**config.mk**
```make
export PLATFORM = sky130hd
export DESIGN_NAME = xirq_ctrl
export DESIGN_NICKNAME = d
export VERILOG_FILES = /design/src/rtl/xirq_pkg.sv /design/src/rtl/xirq_sync.sv /design/src/rtl/xirq_csr.sv /design/src/rtl/xirq_latch.sv /design/src/rtl/xirq_ctrl.sv
export SDC_FILE = /design/constraint.sdc
export NUM_CORES = 1
export LEC_CHECK = 0
export ABC_AREA = 1
export BUFFER_PORTS_ARGS = -buffer_cell sky130_fd_sc_hd__buf_2
export CAP_MARGIN = 25
export CORE_MARGIN = 1.5
export CORE_UTILIZATION = 25
export CTS_CLUSTER_DIAMETER = 80
export DETAILED_ROUTE_END_ITERATION = 12
export GPL_ROUTABILITY_DRIVEN = 1
export PLACE_DENSITY = 0.5
export SLEW_MARGIN = 30
export SYNTH_ARGS = -nofsm -noshare
export SYNTH_HDL_FRONTEND = slang
export SYNTH_SLANG_ARGS = --single-unit
export TNS_END_PERCENT = 50
```
**constraint.sdc**
```tcl
create_clock -name clk -period 0.9 [get_ports clk]
set_clock_uncertainty 0.1 [all_clocks]
set_input_delay 0.18 -clock clk [delete_from_list [all_inputs] [get_ports clk]]
set_output_delay 0.18 -clock clk [all_outputs]
set_load 0.02 [all_outputs]
```
**src/rtl/xirq_pkg.sv**
```systemverilog
package xirq_pkg;
   // register field positions
   localparam int F_MODE  = 0;   // 1 = edge plus level sensitivity
   localparam int F_MASK  = 1;   // 1 = request masked
   localparam int F_ACK   = 2;   // write-one acknowledge, reads 0
   localparam int F_PEND  = 3;   // latch state, read-only
   localparam int F_PUOFF = 4;   // pull-up disable
   localparam int F_USED  = 5;   // number of defined bits
endpackage

```
**src/rtl/xirq_sync.sv**
```systemverilog
module xirq_sync #(
   parameter int STAGES = 2
) (
   input  logic clk,
   input  logic rst_n,
   input  logic d,
   output logic q
);
   logic [STAGES-1:0] sr;

   generate
      if (STAGES < 2) begin : g_bad
         $error("xirq_sync: STAGES must be at least 2");
      end
      for (genvar i = 0; i < STAGES; i++) begin : g_stage
         if (i == 0) begin : g_first
            always_ff @(posedge clk or negedge rst_n)
               if (!rst_n) sr[0] <= 1'b0;
               else        sr[0] <= d;
         end else begin : g_next
            always_ff @(posedge clk or negedge rst_n)
               if (!rst_n) sr[i] <= 1'b0;
               else        sr[i] <= sr[i-1];
         end
      end
   endgenerate

   assign q = sr[STAGES-1];
endmodule

```
**src/rtl/xirq_csr.sv**
```systemverilog
module xirq_csr
   import xirq_pkg::*;
#(
   parameter int DATA_W   = 8,
   parameter bit LEVEL_EN = 1'b1
) (
   input  logic              clk,
   input  logic              rst_n,
   input  logic              wr,
   input  logic [DATA_W-1:0] wdata,
   input  logic              pend,
   output logic              mode,
   output logic              mask,
   output logic              puoff,
   output logic              sw_ack,
   output logic [DATA_W-1:0] rdata
);
   generate
      if (DATA_W < F_USED) begin : g_bad
         $error("xirq_csr: DATA_W too small for the field layout");
      end
      if (LEVEL_EN) begin : g_mode
         always_ff @(posedge clk or negedge rst_n)
            if (!rst_n)  mode <= 1'b0;
            else if (wr) mode <= wdata[F_MODE];
      end else begin : g_nomode
         assign mode = 1'b0;
      end
   endgenerate

   always_ff @(posedge clk or negedge rst_n) begin
      if (!rst_n) begin
         mask  <= 1'b0;
         puoff <= 1'b0;
      end else if (wr) begin
         mask  <= wdata[F_MASK];
         puoff <= wdata[F_PUOFF];
      end
   end

   assign sw_ack = wr & wdata[F_ACK];

   always_comb begin
      rdata          = '0;
      rdata[F_MODE]  = mode;
      rdata[F_MASK]  = mask;
      rdata[F_PEND]  = pend;
      rdata[F_PUOFF] = puoff;
   end
endmodule

```
**src/rtl/xirq_latch.sv**
```systemverilog
module xirq_latch #(
   parameter bit LEVEL_EN = 1'b1
) (
   input  logic clk,
   input  logic rst_n,
   input  logic pin_s,
   input  logic mode,
   input  logic ack,
   output logic fall,
   output logic pend
);
   logic prev_q;
   logic seen_q, seen_d;
   logic pend_d;
   logic level_hold;

   always_ff @(posedge clk or negedge rst_n)
      if (!rst_n) prev_q <= 1'b0;
      else        prev_q <= pin_s;

   assign fall = prev_q & ~pin_s;

   generate
      if (LEVEL_EN) begin : g_level
         assign level_hold = mode & ~pin_s;
      end else begin : g_edge
         assign level_hold = 1'b0;
      end
   endgenerate

   always_comb begin
      pend_d = pend;
      seen_d = seen_q;
      if (fall || level_hold) begin
         pend_d = 1'b1;
         if (fall)                seen_d = 1'b0;
         else if (ack && pend)    seen_d = 1'b1;
      end else if (mode) begin
         if (ack || seen_q) begin
            pend_d = 1'b0;
            seen_d = 1'b0;
         end
      end else begin
         seen_d = 1'b0;
         if (ack) pend_d = 1'b0;
      end
   end

   always_ff @(posedge clk or negedge rst_n) begin
      if (!rst_n) begin
         pend   <= 1'b0;
         seen_q <= 1'b0;
      end else begin
         pend   <= pend_d;
         seen_q <= seen_d;
      end
   end
endmodule

```
**src/rtl/xirq_ctrl.sv**
```systemverilog
module xirq_ctrl
   import xirq_pkg::*;
#(
   parameter int DATA_W      = 8,
   parameter int SYNC_STAGES = 2,
   parameter bit LEVEL_EN    = 1'b1
) (
   input  logic              clk,
   input  logic              rst_n,
   input  logic              pin_n,
   input  logic              vec_ack,
   input  logic              reg_wr,
   input  logic [DATA_W-1:0] reg_wdata,
   output logic [DATA_W-1:0] reg_rdata,
   output logic              irq_req,
   output logic              pullup_dis
);
   logic pin_sync;
   logic mode, mask, sw_ack, ack_any, fall_det, pend;

   xirq_sync #(.STAGES(SYNC_STAGES)) u_sync (
      .clk(clk), .rst_n(rst_n), .d(pin_n), .q(pin_sync)
   );

   xirq_csr #(.DATA_W(DATA_W), .LEVEL_EN(LEVEL_EN)) u_csr (
      .clk(clk), .rst_n(rst_n), .wr(reg_wr), .wdata(reg_wdata),
      .pend(pend), .mode(mode), .mask(mask), .puoff(pullup_dis),
      .sw_ack(sw_ack), .rdata(reg_rdata)
   );

   assign ack_any = vec_ack | sw_ack;

   xirq_latch #(.LEVEL_EN(LEVEL_EN)) u_latch (
      .clk(clk), .rst_n(rst_n), .pin_s(pin_sync), .mode(mode),
      .ack(ack_any), .fall(fall_det), .pend(pend)
   );

   assign irq_req = pend & ~mask;
endmodule

```
==> results.toml, run 1 <==
[outcome]
outcome = "finished, violations left"
violations_in_the_final_reports = "negative setup slack"

[sta]
min_period_over_period_pct = 129
finalMaxSlewViolations = 0
finalHoldViolations = 0
timing.fmax_mhz = 858
fin_crit_ns = 1.17
finalSetupTns_ns = -1.56
worst_slack_ns = -0.265
setup_repair_after_global_routing_missed_its_margin = "yes"
setup_viol = 8

[clocking]
cts_tree = "built"
clkSlewWorstSetupHoldPaths_ns = 0.06
tritoncts.num_buffers = 3
worstSkewPairLatency_ns = 0.26
ctsHtreeMaxLevel = 1
cts.root.buffer_cell = "clkbuf_4"
cts_buffer_depth = 2
cts_sinks = 8

[global_routing]
first_pass_grt_wire_length_um = 1090
via_count_of_the_first_global_routing_pass = 282
grt_start_max_net_pins = 9
grt_overflow = 0
grt_antenna_before_repair = 0
global_route.usage.total_pct = 8.65

[logic_synthesis]
ys_ff_latch = 8
ys_types = 13
synthesis.area_per_instance_um2 = 9.79
post_synth_inst_count = 39
syn-cell-area_um2 = 382
yosysWarnings = 0
yosys-top-cells-area = "dfrtp_1, buf_4, mux2_2"
ys_async_sr_fraction_pct = 100
synth_edf_count = 0
synth.top_cells.by_count = "buf_4, dfrtp_1, inv_1"
most_frequently_used_flop_master_after_synthesis = "dfrtp_1"
synthDominantAreaCellType = "dfrtp_1"
area_fraction_of_the_dominant_cell_type_after_synthesis_pct = 52.5
share_of_synthesized_area_occupied_by_flip_flops_and_latches_pct = 52.5

[worst_hold_path]
worst_hold_class = "in -> reg"

[worst_setup_path]
arrival_ns = 0.89
worstPathRequired_ns = 0.62
cp-start-kind = "flip-flop"
critical_path_peak_fanout = 3
worst-setup-path-type = "reg -> out"
setup.worst_path.end_class = "primary output"

[cells_and_area]
instances_no_fill = 72
insertedDiodeCount = 0
drive_above_1_share_pct = 56.1
nFillCells = 148
layout.core_utilization_pct = 40.7
syn2layout_area_growth_pct = 45.6
final_area_um2 = 556
finalNetCount = 72

[floorplan]
io_pins = 23
starting_density_of_the_core_pct = 27.9
dieHeight_um = 42.1
core-area_mm2 = 0.00137
dieArea_mm2 = 0.00177
placementRows = 13
dieWidth_um = 42.1

[power_and_ir_drop]
worst_ir_drop_vdd_mv = 0.811
power.density_cell_area_mw_per_mm2 = 1650
post-layout-total-power_mw = 0.917
leakagePower_nw = 0.277

[routing]
routed_via_density = 4.17
drtIter0Drc = 6
antenna_violating_nets_remaining = 0
detail_route.first_pass.iterations = 4
detailroute.via_count = 300
total_wire_length_after_detailed_routing_um = 685
drc_errors = 0
routed_wire_length_per_instance_um = 9.51

[place]
place.gp.congestion = 0.651
post_dp_cell_area_um2 = 424
detailed_place_hpwl_um = 464
dp.cells = 63
place.port_buffers = 14

[job]
cap_violations = 0
==> cells in the final DEF, fill, tap and decap left out, drive strengths merged <==
| master | n |
|---|---|
| nor2 | 4 |
| buf | 18 |
| dlygate4sd3 | 2 |
| nand3 | 2 |
| a21oi | 2 |
| mux2 | 2 |
| nand2 | 3 |
| o21ai | 3 |
| conb | 4 |
| clkbuf | 3 |
| inv | 5 |
| dfrtp | 8 |
| nor3 | 1 |
==> cell type report <==
type | instances | area (um2) | area share [%]
Sequential cell | 8 | 200 | 36.0
Timing Repair Buffer | 20 | 160 | 28.8
Multi-Input combinational cell | 21 | 133 | 23.9
Clock buffer | 3 | 22.5 | 4.05
Inverter | 5 | 21.3 | 3.83
Tap cell | 15 | 18.8 | 3.38
==> worst paths after layout <==
kind / startpoint / to / slack, ns / cells past startpoint
max in group asynchronous: rst_n / u_latch.prev_q / 0.35 / 2
setup / recovery: u_csr.mask / irq_req / -0.27 / 2
hold reg to reg: u_sync.sr[0] / u_sync.q / 0.25 / 0
setup reg to reg: u_latch.pend / u_latch.seen_q / -0.20 / 5
hold / removal: reg_wdata[0] / u_csr.mode / 0.03 / 3
min in group asynchronous: rst_n / u_csr.mode / 0.19 / 2
==> flip-flops by register name, summed over array words and instances, names as in the netlist <==
signal and count:
u_csr.mode 1, u_sync.q 1, u_sync.sr 1, u_csr.mask 1
u_latch.prev_q 1, u_latch.pend 1, u_latch.seen_q 1, u_csr.puoff 1
==> critical path, stage by stage, from the launching register on <==
cell	delay, ns
dfrtp_1	0.39
nor2_2	0.12
buf_6	0.12
==> timing repair <==
item	4_1_cts	5_1_grt
resized for setup	10	10
buffers inserted	2	2
endpoints found under the hold margin	9	0
setup endpoints to repair	7	10
pin swaps	2	2
hold buffers	2	0
==> where the power goes <==
part,internal (mW),leakage [nW],switching (mW)
Combinational,0.118,0.167,0.118
Clock,0.152,0.0138,0.120
Sequential,0.387,0.0962,0.0212
Total,0.658,0.277,0.259
==> kinds of logic after synthesis <==
group | count (synthesis) | share of synthesized area, %
buffers and inverters | 13 | 20.7
AND/OR/NAND/NOR | 10 | 13.4
flip-flops | 8 | 52.5
AO/OA/AOI/OAI | 5 | 6.56
multiplexers | 2 | 5.90
other | 1 | 0.983
==> stage by stage <==
step | worst slack [ns] | hold WS (ns)
CTS | -0.274 | 0.0261
finish | -0.265 | 0.0251
floorplan | -0.0393 | -0.216
global placement | -0.0210 | -0.0670
detailed placement | -0.0294 | -0.0688
global route | -0.321 | 0.0322
==> routing by layer <==
metal  global-route usage (%)  part of all wire [%]
met5                        0                     0
met4                     5.63                   1.2
met1                     8.71                    37
met2                     12.8                    51
met3                     6.03                    11
Power figures use the tool's default switching activity.
==> run 2: changes to the inputs <==
--- a/config.mk
+++ b/config.mk
@@ -6,7 +6,7 @@
 export NUM_CORES = 1
 export LEC_CHECK = 0
 export ABC_AREA = 1
-export BUFFER_PORTS_ARGS = -buffer_cell sky130_fd_sc_hd__buf_2
+export BUFFER_PORTS_ARGS = -buffer_cell sky130_fd_sc_hd__buf_4
 export CAP_MARGIN = 25
 export CORE_MARGIN = 1.5
 export CORE_UTILIZATION = 25
@@ -18,4 +18,4 @@
 export SYNTH_ARGS = -nofsm -noshare
 export SYNTH_HDL_FRONTEND = slang
 export SYNTH_SLANG_ARGS = --single-unit
-export TNS_END_PERCENT = 50
+export TNS_END_PERCENT = 1
==> run 2 against run 1 <==
The flow still finishes with violations (negative setup slack). Total power down 1.8%. Clock power up 3%. Design area down 3.6%. Global-route usage up 0.097 points. Count of clock-buffer cells in the layout unchanged. Final cell count down 4.2%. Maximum frequency down 0.43%. Critical endpoint unchanged. Largest power group unchanged.
==> results.toml, run 2 (synthesis gave the netlist of run 1 again) <==
[outcome]
outcome = "finished, violations left"
violations_in_the_final_reports = "negative setup slack"

[worst_setup_path]
arrival_ns = 0.89
worstPathRequired_ns = 0.62
cp-start-kind = "flip-flop"
r2r_cells = 4
critical_path_peak_fanout = 3
regToRegSetupSlack_ns = -0.03
worst-setup-path-type = "reg -> out"
worstReg2RegStart = "u_csr.mode"
setup.worst_path.end_class = "primary output"
reg2reg_to = "u_latch.seen_q"

[global_routing]
global_route.usage.total_pct = 8.75
global_route.usage.met2_pct = 12.5
grt_antenna_before_repair = 0
use_met1_pct = 9.52
first_pass_grt_wire_length_um = 1120
via_count_of_the_first_global_routing_pass = 291
globalRoute.busiestLayer = "met2"
grt_use_met3_pct = 5.60
grt_start_max_net_pins = 9
grt_overflow = 0

[cells_and_area]
nFillCells = 145
finalNetCount = 69
insertedDiodeCount = 0
syn2layout_area_growth_pct = 40.3
drive_above_1_share_pct = 48.1
final_common_cell = "buf_4"
most-common-layout-cells = "buf_4, dfrtp_1, inv_1"
instances_no_fill = 69
final_area_um2 = 536

[place]
place.gp.congestion = 0.615
dp_worst_setup_slack_ns = -0.0201
post_dp_cell_area_um2 = 459
detailed_place_hpwl_um = 452
dp.cells = 63
place.port_buffers = 14

[sta]
worst_slack_ns = -0.270
finalSetupTns_ns = -1.28
holdWs_ns = 0.0445
timing.fmax_mhz = 854
min_period_over_period_pct = 130
setup_repair_after_global_routing_missed_its_margin = "yes"
finalHoldViolations = 0
fin_crit_ns = 1.17
finalMaxSlewViolations = 0
setup_viol = 8

[clocking]
cts.root.buffer_cell = "clkbuf_4"
tritoncts.num_buffers = 3
cts_sinks = 8
ctsHtreeMaxLevel = 1
cts_buffer_depth = 2
worstSkewPairLatency_ns = 0.26
cts_tree = "built"
clkSlewWorstSetupHoldPaths_ns = 0.06

[worst_hold_path]
min-delay-start = "reg_wdata[0]"
whs_path_depth = 3
worst_hold_class = "in -> reg"
endpoint_worst_hold = "u_csr.mode"

[routing]
routed_via_density = 4.13
detailroute.via_count = 285
drc_errors = 0
total_wire_length_after_detailed_routing_um = 657
routed_wire_length_per_instance_um = 9.52
drtIter0Drc = 2
detail_route.first_pass.iterations = 2
antenna_violating_nets_remaining = 0

[floorplan]
dieArea_mm2 = 0.00177
io_pins = 23
placementRows = 13
dieWidth_um = 42.1
starting_density_of_the_core_pct = 27.9
core-area_mm2 = 0.00137
dieHeight_um = 42.1

[power_and_ir_drop]
power.density_cell_area_mw_per_mm2 = 1680
worst_ir_drop_vdd_mv = 0.605
leakagePower_nw = 0.268

[job]
cap_violations = 0
==> run 2: cell count changes in the layout (fill, tap and decap cells not counted), sizes merged <==
cell  change
buf       -3
==> run 2: final cells by class <==
| class | count | area, um2 | share of cell area (%) |
|---|---|---|---|
| Inverter | 5 | 18.8 | 3.50 |
| Sequential cell | 8 | 200 | 37.4 |
| Clock buffer | 3 | 22.5 | 4.21 |
| Multi-Input combinational cell | 21 | 128 | 23.8 |
| Timing Repair Buffer | 17 | 148 | 27.6 |
| Tap cell | 15 | 18.8 | 3.50 |
==> run 2: critical path, stage by stage (launching register included) <==
cell and delay [ns]:
dfrtp_1 0.39, nor2_2 0.12, buf_6 0.12
==> run 2: how the worst max path moves through the flow <==
stage	slack, ns	startpoint	to
after floorplan	-0.04	u_csr.puoff	u_csr.puoff
after global placement	-0.02	u_latch.pend	irq_req
after detailed placement	-0.02	u_latch.pend	irq_req
after CTS	-0.29	u_csr.mask	irq_req
after global routing	-0.35	u_latch.pend	irq_req
final	-0.27	u_csr.mask	irq_req
==> run 2: routing by layer <==
metal  vias to the layer above  share of wire [%]  routed length (um)
met5                         -                  0                   0
met4                         0                2.3                  15
met3                         2                 13                  85
met2                        17                 46                 299
met1                       125                 39                 257
li1                        141                  -                   -
==> run 2: through the flow <==
step / total power, mW / utilization (%)
6_report: 0.901 / 39.2
5_1_grt: 0.971 / 39.2
4_1_cts: 0.916 / 38.6
3_5_place_dp: 0.591 / 33.6
3_3_place_gp: 0.590 / 33.6
2_1_floorplan: 0.543 / -
==> run 2: what timing repair did <==
action	4_1_cts	5_1_grt
hold endpoints to repair	9	0
hold buffers	2	0
endpoints found under the setup margin	7	9
buffers inserted	1	0
gates resized for setup	5	2
==> run 2: where the power goes <==
group | total, mW | internal, mW | switching (mW) | leakage, nW
logic | 0.209 | 0.106 | 0.103 | 0.158
clock network | 0.281 | 0.153 | 0.128 | 0.0138
registers | 0.411 | 0.387 | 0.0242 | 0.0962
==> run 3: changes to the inputs <==
--- a/config.mk
+++ b/config.mk
@@ -18,4 +18,4 @@
 export SYNTH_ARGS = -nofsm -noshare
 export SYNTH_HDL_FRONTEND = slang
 export SYNTH_SLANG_ARGS = --single-unit
-export TNS_END_PERCENT = 1
+export TNS_END_PERCENT = 50
==> run 3 against run 2 <==
The flow still finishes with violations (negative setup slack). Count of clock-buffer cells in the layout did not move. Non-clock buffer count up 2. Setup slack lost 0.014 ns. Design area rose by 4.0%. Maximum frequency is 1.2% lower. Register-to-register slack got worse by 0.05 ns. Final cell count rose by 2.9%. Critical endpoint is now reg_rdata[3]. Largest cell class unchanged. Highest routed layer unchanged.
==> results.toml, run 3 (synthesis gave the netlist of run 1 again) <==
[outcome]
outcome = "finished, violations left"
violations_in_the_final_reports = "negative setup slack"

[worst_setup_path]
arrival_ns = 0.90
critical_path_peak_fanout = 3
worstPathBufferInverterCount = 2
cell_at_the_slowest_stage_of_the_critical_path = "dfrtp_1"
crit_path_cell_trace = "buf_4 -> buf_6"
worstPathRequired_ns = 0.62
cp-start-kind = "flip-flop"
slowest_delay_ns = 0.39
worst-setup-path-type = "reg -> out"
critical_path.top_delay_family = "flip-flops"
setup.worst_path.end_class = "primary output"

[routing]
detail_route.first_pass.iterations = 2
antenna_violating_nets_remaining = 0
drc_errors = 0
total_wire_length_after_detailed_routing_um = 673
detailroute.via_count = 290
routed_via_density = 4.08
drtIter0Drc = 1
routed_wire_length_per_instance_um = 9.48

[sta]
timing.fmax_mhz = 844
min_period_over_period_pct = 132
worst_slack_ns = -0.284
finalHoldViolations = 0
fin_crit_ns = 1.18
setup_repair_after_global_routing_missed_its_margin = "yes"
setup_viol = 9
finalMaxSlewViolations = 0

[cells_and_area]
finalNetCount = 71
most-common-layout-cells = "buf_4, dfrtp_1, buf_6"
drive_above_1_share_pct = 50.0
instances_no_fill = 71
syn2layout_area_growth_pct = 45.9
final_common_cell = "buf_4"
insertedDiodeCount = 0

[clocking]
cts_sinks = 8
worstSkewPairLatency_ns = 0.26
clkSlewWorstSetupHoldPaths_ns = 0.06
ctsHtreeMaxLevel = 1
cts.root.buffer_cell = "clkbuf_4"
tritoncts.num_buffers = 3
cts_tree = "built"
cts_buffer_depth = 2

[floorplan]
dieHeight_um = 42.1
io_pins = 23
dieArea_mm2 = 0.00177
starting_density_of_the_core_pct = 27.9
core-area_mm2 = 0.00137
placementRows = 13
dieWidth_um = 42.1

[global_routing]
grt_start_max_net_pins = 9
grt_antenna_before_repair = 0
first_pass_grt_wire_length_um = 1160
grt_overflow = 0
global_route.usage.total_pct = 9.02
via_count_of_the_first_global_routing_pass = 301

[power_and_ir_drop]
worst_ir_drop_vdd_mv = 0.623
post-layout-total-power_mw = 0.924
power.density_cell_area_mw_per_mm2 = 1660
leakagePower_nw = 0.279

[place]
detailed_place_hpwl_um = 452
place.gp.congestion = 0.615
dp.cells = 63
place.port_buffers = 14

[job]
cap_violations = 0

[worst_hold_path]
worst_hold_class = "in -> reg"
[run 3: changes by cell type in the layout (fill, tap and decap cells not counted)]
cell,previous run,this run
buf_6,4,6
o21ai_0,2,0
a21oi_1,0,1
inv_1,5,4
a21oi_2,2,1
inv_4,0,1
o21ai_1,1,3
[run 3: metrics by stage]
stage	setup WS [ns]	hold slack [ns]	cell area, um2	TNS [ns]	util (%)
after global routing	-0.350	0.0299	557	-1.87	40.8
after CTS	-0.293	0.0384	536	-1.41	39.2
after global placement	-0.0189	-0.0967	459	-0.0304	33.6
after floorplan	-0.0393	-0.216	395	-0.0429	-
after detailed placement	-0.0201	-0.0965	459	-0.0302	33.6
final	-0.284	0.0466	557	-1.44	40.8
[run 3: layer usage]
metal / wire length (um) / track usage, % / up-vias
li1: - / - / 145
met1: 251 / 9.79 / 126
met2: 323 / 13.1 / 17
met3: 83 / 5.60 / 2
met4: 15 / 5.63 / 0
met5: 0 / 0 / -
[run 3: tightest hold or removal path, delay by kind of cell]
family | cells | cell delay (ns)
buffers and inverters | 1 | 0.07
AOI/OAI and AO/OA | 1 | 0.06
and+or+nand+nor | 1 | 0.04
[run 3: layout make-up]
cell class,instances,area [um2]
Clock buffer,3,22.5
Fill cell,148,810
Inverter,5,21.3
Multi-Input combinational cell,21,124
Sequential cell,8,200
Tap cell,15,18.8
Timing Repair Buffer,19,170
[run 3: worst paths after layout]
kind	slack, ns	end	start	depth (start not counted)
worst max-delay path	-0.28	reg_rdata[3]	u_latch.pend	2
worst min-delay path	0.05	u_csr.mode	reg_wdata[0]	3
worst max register to register	-0.08	u_latch.seen_q	u_csr.mode	5
worst min register to register	0.25	u_sync.q	u_sync.sr[0]	0
max in group asynchronous	0.40	u_latch.prev_q	rst_n	2
min in group asynchronous	0.17	u_csr.puoff	rst_n	2
[run 3: power by group]
part,internal [mW],switching (mW)
registers,0.387,0.0234
logic,0.122,0.109
clock network,0.153,0.130
[run 3: timing repair]
item,in CTS,in global routing
endpoints found under the setup margin,7,10
hold endpoints to repair,9,0
gates resized for setup,7,5
pin swaps,0,2
hold buffers,2,0
buffers inserted,2,1
